File: config.mk
export PLATFORM = sky130hd
export DESIGN_NAME = wl_fifo
export DESIGN_NICKNAME = d
export VERILOG_FILES = /design/src/rtl/wl_fifo_pkg.sv /design/src/rtl/wl_fifo_level.sv /design/src/rtl/wl_fifo_ctrl.sv /design/src/rtl/wl_fifo_store.sv /design/src/rtl/wl_fifo_alert.sv /design/src/rtl/wl_fifo.sv
export SDC_FILE = /design/constraint.sdc
export NUM_CORES = 1
export LEC_CHECK = 0
export ABC_AREA = 0
export BUFFER_PORTS_ARGS = -buffer_cell sky130_fd_sc_hd__buf_4
export CAP_MARGIN = 20
export CORE_AREA = 2 2 240 242
export CTS_CLUSTER_SIZE = 25
export DETAILED_ROUTE_END_ITERATION = 8
export DIE_AREA = 0 0 242 244
export GPL_TIMING_DRIVEN = 0
export PLACE_DENSITY_LB_ADDON = 0.08
export SLEW_MARGIN = 10
export SYNTH_ARGS = -nofsm -noshare
export SYNTH_HDL_FRONTEND = slang
export SYNTH_HIERARCHICAL = 1
export SYNTH_SLANG_ARGS = --single-unit
File: constraint.sdc
create_clock -name clk -period 4.03 [get_ports clk]
set_input_delay 0.2015 -clock clk [delete_from_list [all_inputs] [get_ports clk]]
set_output_delay 0.2015 -clock clk [all_outputs]
set_load 0.02 [all_outputs]
File: src/rtl/wl_fifo_pkg.sv
package wl_fifo_pkg;
  localparam int unsigned CFG_W     = 8;
  localparam int unsigned LEVEL_W   = 6;
  localparam logic [7:0]  LEVEL_RST = 8'h08;

  typedef struct packed {
    logic flush;
    logic push;
    logic pop;
  } fifo_req_t;
endpackage

File: src/rtl/wl_fifo_level.sv
module wl_fifo_level #(
  parameter int unsigned CW = 8,
  parameter int unsigned LW = 6,
  parameter logic [CW-1:0] RST = 8'h08
) (
  input  logic          clk,
  input  logic          rst_n,
  input  logic          we,
  input  logic [CW-1:0] wdata,
  output logic [LW-1:0] level
);
  // upper field bits are reserved and never stored
  logic unused_rsvd;
  assign unused_rsvd = ^wdata[CW-1:LW];

  always_ff @(posedge clk or negedge rst_n) begin
    if (!rst_n)  level <= RST[LW-1:0];
    else if (we) level <= wdata[LW-1:0];
  end
endmodule

File: src/rtl/wl_fifo_ctrl.sv
module wl_fifo_ctrl
  import wl_fifo_pkg::*;
#(
  parameter int unsigned DEPTH = 64,
  localparam int unsigned AW = $clog2(DEPTH),
  localparam int unsigned CW = $clog2(DEPTH + 1)
) (
  input  logic          clk,
  input  logic          rst_n,
  input  fifo_req_t     req,
  output logic          wr_en,
  output logic [AW-1:0] wr_addr,
  output logic [AW-1:0] rd_addr,
  output logic          rd_take,
  output logic [CW-1:0] count,
  output logic          full,
  output logic          empty,
  output logic          overflow
);
  localparam logic [CW-1:0] FULL_CNT = CW'(DEPTH);

  logic [AW-1:0] wr_ptr, rd_ptr;
  logic          push_ok, pop_ok, drop;

  assign full    = (count == FULL_CNT);
  assign empty   = (count == '0);
  assign push_ok = req.push && !full  && !req.flush;
  assign pop_ok  = req.pop  && !empty && !req.flush;
  assign drop    = req.push &&  full  && !req.flush;

  assign wr_en   = push_ok;
  assign rd_take = pop_ok;
  assign wr_addr = wr_ptr;
  assign rd_addr = rd_ptr;

  always_ff @(posedge clk or negedge rst_n) begin
    if (!rst_n) begin
      wr_ptr <= '0;
      rd_ptr <= '0;
      count  <= '0;
    end else if (req.flush) begin
      wr_ptr <= '0;
      rd_ptr <= '0;
      count  <= '0;
    end else begin
      if (push_ok) wr_ptr <= wr_ptr + AW'(1);
      if (pop_ok)  rd_ptr <= rd_ptr + AW'(1);
      case ({push_ok, pop_ok})
        2'b10:   count <= count + CW'(1);
        2'b01:   count <= count - CW'(1);
        default: count <= count;
      endcase
    end
  end

  always_ff @(posedge clk or negedge rst_n) begin
    if (!rst_n)    overflow <= 1'b0;
    else if (drop) overflow <= 1'b1;
  end
endmodule

File: src/rtl/wl_fifo_store.sv
module wl_fifo_store #(
  parameter int unsigned WIDTH = 8,
  parameter int unsigned DEPTH = 64,
  localparam int unsigned AW = $clog2(DEPTH)
) (
  input  logic             clk,
  input  logic             rst_n,
  input  logic             wr_en,
  input  logic [AW-1:0]    wr_addr,
  input  logic [WIDTH-1:0] wr_data,
  input  logic [AW-1:0]    rd_addr,
  input  logic             rd_take,
  input  logic             empty,
  output logic [WIDTH-1:0] rd_data
);
  logic [WIDTH-1:0] mem [DEPTH];
  logic [WIDTH-1:0] last_q;

  always_ff @(posedge clk) begin
    if (wr_en) mem[wr_addr] <= wr_data;
  end

  // keeps the byte most recently handed out, shown while empty
  always_ff @(posedge clk or negedge rst_n) begin
    if (!rst_n)       last_q <= '0;
    else if (rd_take) last_q <= mem[rd_addr];
  end

  assign rd_data = empty ? last_q : mem[rd_addr];
endmodule

File: src/rtl/wl_fifo_alert.sv
module wl_fifo_alert #(
  parameter int unsigned DEPTH = 64,
  parameter int unsigned LW = 6,
  localparam int unsigned CW = $clog2(DEPTH + 1),
  localparam int unsigned MW = (CW > LW) ? CW : LW
) (
  input  logic [CW-1:0] count,
  input  logic [LW-1:0] level,
  output logic          hi_alert,
  output logic          lo_alert
);
  logic [MW-1:0] used_x, free_x, lvl_x;

  always_comb begin
    used_x   = MW'(count);
    free_x   = MW'(DEPTH) - used_x;
    lvl_x    = MW'(level);
    hi_alert = (free_x <= lvl_x);
    lo_alert = (used_x <= lvl_x);
  end
endmodule

File: src/rtl/wl_fifo.sv
module wl_fifo
  import wl_fifo_pkg::*;
#(
  parameter int unsigned WIDTH = 8,
  parameter int unsigned DEPTH = 64,
  localparam int unsigned AW = $clog2(DEPTH),
  localparam int unsigned CW = $clog2(DEPTH + 1)
) (
  input  logic             clk,
  input  logic             rst_n,
  input  logic             flush,
  input  logic             in_valid,
  output logic             in_ready,
  input  logic [WIDTH-1:0] in_data,
  output logic             out_valid,
  input  logic             out_ready,
  output logic [WIDTH-1:0] out_data,
  input  logic             level_we,
  input  logic [CFG_W-1:0] level_wdata,
  output logic [CW-1:0]    fill_count,
  output logic             full,
  output logic             empty,
  output logic             overflow,
  output logic             hi_alert,
  output logic             lo_alert
);
  fifo_req_t           req;
  logic                wr_en, rd_take;
  logic [AW-1:0]       wr_addr, rd_addr;
  logic [LEVEL_W-1:0]  level;

  assign req = '{flush: flush, push: in_valid, pop: out_ready};

  wl_fifo_ctrl #(.DEPTH(DEPTH)) u_ctrl (
    .clk(clk), .rst_n(rst_n), .req(req),
    .wr_en(wr_en), .wr_addr(wr_addr), .rd_addr(rd_addr), .rd_take(rd_take),
    .count(fill_count), .full(full), .empty(empty), .overflow(overflow)
  );

  wl_fifo_store #(.WIDTH(WIDTH), .DEPTH(DEPTH)) u_store (
    .clk(clk), .rst_n(rst_n),
    .wr_en(wr_en), .wr_addr(wr_addr), .wr_data(in_data),
    .rd_addr(rd_addr), .rd_take(rd_take), .empty(empty), .rd_data(out_data)
  );

  wl_fifo_level #(.CW(CFG_W), .LW(LEVEL_W), .RST(LEVEL_RST)) u_level (
    .clk(clk), .rst_n(rst_n), .we(level_we), .wdata(level_wdata), .level(level)
  );

  wl_fifo_alert #(.DEPTH(DEPTH), .LW(LEVEL_W)) u_alert (
    .count(fill_count), .level(level), .hi_alert(hi_alert), .lo_alert(lo_alert)
  );

  assign in_ready  = !full;
  assign out_valid = !empty;
endmodule

==> flow_summary.json <==
{
  "outcome": "complete, no violations",
  "share_clk_of_total_power_pct": 35.5,
  "cp-end-kind": "register",
  "max_slew.worst_pin.slew_ps": 1050,
  "top_cell_type_s_share_of_synthesized_area_pct": 68.6,
  "cts_max_level": 2,
  "n_antenna_cell": 0,
  "timing.clock.skew_ps": 21.8,
  "placed_area_sq_um": 23700,
  "y_dimension_of_the_die_um": 244,
  "area_enclosed_by_the_die_boundary_sq_um": 59000,
  "cts.clk_slew.worst_paths_ps": 60,
  "worst_skew_pair.late_latency_ps": 610,
  "cts_root_buffer": "sky130_fd_sc_hd__clkbuf_16",
  "critical_path_required_ps": 4250,
  "hold_violations": 0,
  "max_freq_mhz": 254,
  "total_power_uw": 15100,
  "detail_route.vias_per_cell": 5.54,
  "yosys.area_share.simple_pct": 4.81,
  "worst_path_most_repeated_cell": "sky130_fd_sc_hd__nor2_1",
  "dieWidth_um": 242,
  "cellLeakagePower_uw": 0.00820,
  "avgRoutedWirePerCell_um": 27.1,
  "grt_usage_pct": 19.4,
  "timing.critical_path.slowest_stage_cell": "sky130_fd_sc_hd__nor2_1",
  "synthesis.nets": 1211,
  "route.detailed.drc": 0,
  "grt_pass1_vias": 11700,
  "synth.cells.most_frequent": "sky130_fd_sc_hd__edfxtp_1 (512), sky130_fd_sc_hd__mux4_2 (126), sky130_fd_sc_hd__nor2_1 (97)",
  "finalSetupViolations": 0,
  "synth_area_leaders": "sky130_fd_sc_hd__edfxtp_1 (69%), sky130_fd_sc_hd__mux4_2 (13%), sky130_fd_sc_hd__dfrtp_1 (3.7%)",
  "largest_net_degree_at_the_start_of_global_routing": 65,
  "synth_edf_count": 512,
  "synth_mux_area_share_pct": 16.1,
  "drt.antenna.violating_nets": 0,
  "pin_count": 44,
  "yosys_warnings": 6,
  "final.period_utilization_pct": 97.6,
  "yosys.area_share.xor_xnor_pct": 0.469,
  "synth_compound_gate_area_share_pct": 3.28,
  "numCtsBuffers": 58,
  "cpPeakStageDelay_ps": 1010,
  "min_period_ps": 3930,
  "final_design_area_no_fill_sq_um": 25900,
  "async_reset_ff_share_pct": 6.23,
  "worst-setup-path-type": "register to register",
  "dr.pass1.iters": 5,
  "cp_max_fo": 10,
  "worst_slew_margin_rel_pct": 29.6,
  "final-max-slew-violation-count": 0,
  "share_comb_of_total_power_pct": 22.0,
  "cts_max_path_buffers": 3,
  "port_buffers": 37,
  "place_hpwl_um": 36600,
  "switching_share_pct": 27.5,
  "wire_length_of_the_first_global_routing_pass_um": 82700,
  "clkSinkCount": 546,
  "antenna_found_initial": 1,
  "main_combinational_cell_family_by_area_after_synthesis": "multiplexers",
  "ir_drop_uv": 319,
  "initial_utilization_pct": 39.9,
  "most_used_flip_flop_cell_after_synthesis": "sky130_fd_sc_hd__edfxtp_1",
  "syn_avg_cell_area_sq_um": 19.2,
  "vias": 11600,
  "initialDrtViolationCount": 950,
  "wl_um": 56500,
  "core_area_sq_um": 56200,
  "regArea_sq_um": 16200,
  "yosys.cell_count.top_type": "sky130_fd_sc_hd__edfxtp_1",
  "rows": 87,
  "place.gp.congestion": 0.820,
  "rr_worst_depth": 6,
  "synthToLayoutAreaGrowth_pct": 15.8,
  "cts_tree": "yes",
  "share_seq_of_total_power_pct": 42.6,
  "postSynthRegisterBits": 546,
  "setup_repair_after_global_routing_missed_its_margin": "true",
  "power_internal_uw": 11000,
  "maxCapViolCount": 0,
  "power-per-cell-area_nw_per_um2": 583,
  "final_net_count": 1328,
  "synth_largest_area_cell": "sky130_fd_sc_hd__edfxtp_1",
  "fillerInstances": 4885,
  "post_synth_num_cell_types": 67,
  "synth_sequential_area_ratio_pct": 72.4,
  "multi_input_area_sq_um": 5920,
  "worst_ep_arrival_time_ps": 4160,
  "setup_tns_final_ps": 0,
  "worst-r2r-setup-slack_ps": 100,
  "synth-adder-area-share_pct": 1.15,
  "final_util_pct": 46.2,
  "switching_power_uw": 4160,
  "regToRegStartpoint": "u_ctrl/count[1]$_DFFE_PN0P_",
  "reg2reg_to": "u_store/mem[43][5]$_DFFE_PP_",
  "syn-instance-count": 1169,
  "overflow": 0,
  "min_path_type": "input pin to asynchronous set/reset pin",
  "critical_path.cell_chain": "nor2_1, nand2_1, nor2_1, nor3_1, nand3_1, nor2_1",
  "final_layout_size_suffix_gt1_share_pct": 27.4,
  "critical_path_launch_point_type": "register",
  "post_synth_instance_area_sq_um": 22400
}
## power groups by stage
stage          Sequential [uW]  Clock [uW]  Combinational, uW
2_1_floorplan             6550           0               2120
3_3_place_gp              6550           0               3230
3_5_place_dp              6550           0               3250
4_1_cts                   6430        5500               3340
5_1_grt                   6450        5720               3570
6_report                  6430        5360               3320
## routing by layer
layer  wire length, um  GRT usage, %  up-vias
met1             26000          28.3     6189
met3              2830          3.35       75
met2             26400          30.6      315
met4              1270          4.97        0
li1                  -             -     4979
met5                 0             0        -
## timing repair
action,in CTS,in global routing
setup endpoints to repair,8,110
buffers inserted,2,0
resized for setup,29,33
endpoints found under the hold margin,42,0
pin swaps,3,1
cloned,0,0
hold buffers,15,0
## critical path: cells and delay by family, from the launching register on
kind | cells | cell delay, ps
DFF | 1 | 590
and+or+nand+nor | 6 | 2960
## cell families after synthesis
logic type               count (synthesis)
adder cells (fa/ha/maj)                 20
multiplexers                           197
AND/OR/NAND/NOR                        223
AO/OA/AOI/OAI                           95
flip-flops                             546
buffers and inverters                   76
XOR/XNOR                                12
## metrics by stage
stage               instances  worst slack [ps]  hold slack, ps
finish                   2088              97.1             120
global route             2088              -119             135
CTS                      2087              12.2            93.3
detailed placement       1965              -274             212
global placement         1962              -305             207
floorplan                1169               921           -94.1
## registers in the layout, indices dropped and copies added, names as in the netlist
register / cells
u_ctrl/count: 7
u_level/level: 6
u_ctrl/rd_addr: 6
u_ctrl/overflow: 1
u_store/mem: 512
u_store/last_q: 8
u_ctrl/wr_addr: 6
## final cells by class
cell class / count / area share, %
well taps: 756 / 3.65
repair buffers: 59 / 1.86
clock buffers: 70 / 5.85
multi-input cells: 547 / 22.8
flip-flops and latches: 546 / 62.6
plain buffers: 58 / 1.53
inverters: 16 / 0.232
clock inverters: 36 / 1.45
## placed cells by master, fill, tap and decap left out, types with 8 or more instances in the layout
cell,instances
sky130_fd_sc_hd__dlygate4sd3_1,15
sky130_fd_sc_hd__mux4_2,126
sky130_fd_sc_hd__clkinv_2,11
sky130_fd_sc_hd__inv_1,16
sky130_fd_sc_hd__edfxtp_1,512
sky130_fd_sc_hd__nor2b_1,27
sky130_fd_sc_hd__clkinv_1,13
sky130_fd_sc_hd__a22o_1,10
sky130_fd_sc_hd__ha_1,19
sky130_fd_sc_hd__buf_4,54
sky130_fd_sc_hd__nor2_1,82
sky130_fd_sc_hd__clkbuf_16,59
sky130_fd_sc_hd__nand3_1,11
sky130_fd_sc_hd__nor2_2,15
sky130_fd_sc_hd__buf_6,13
sky130_fd_sc_hd__o21ai_1,8
sky130_fd_sc_hd__dfrtp_1,31
sky130_fd_sc_hd__nand2_1,34
sky130_fd_sc_hd__a211oi_1,15
sky130_fd_sc_hd__mux2i_1,45
sky130_fd_sc_hd__mux2_2,14
sky130_fd_sc_hd__bufinv_16,8
sky130_fd_sc_hd__buf_2,10
sky130_fd_sc_hd__clkbuf_1,24
## how the worst max path moves through the flow
stage                                             start                           end  slack [ps]  cells past startpoint
after global placement    u_ctrl/rd_addr[1]$_DFFE_PN0P_                   out_data[2]        -300                      9
after global routing        u_ctrl/count[1]$_DFFE_PN0P_  u_store/mem[43][5]$_DFFE_PP_        -120                      6
after floorplan             u_ctrl/count[3]$_DFFE_PN0P_   u_ctrl/count[6]$_DFFE_PN0P_         920                      9
final                       u_ctrl/count[1]$_DFFE_PN0P_  u_store/mem[43][5]$_DFFE_PP_         100                      6
after detailed placement  u_ctrl/rd_addr[1]$_DFFE_PN0P_                   out_data[3]        -270                      9
after CTS                 u_ctrl/rd_addr[0]$_DFFE_PN0P_                   out_data[3]          10                     11
Power figures use the tool's default switching activity.
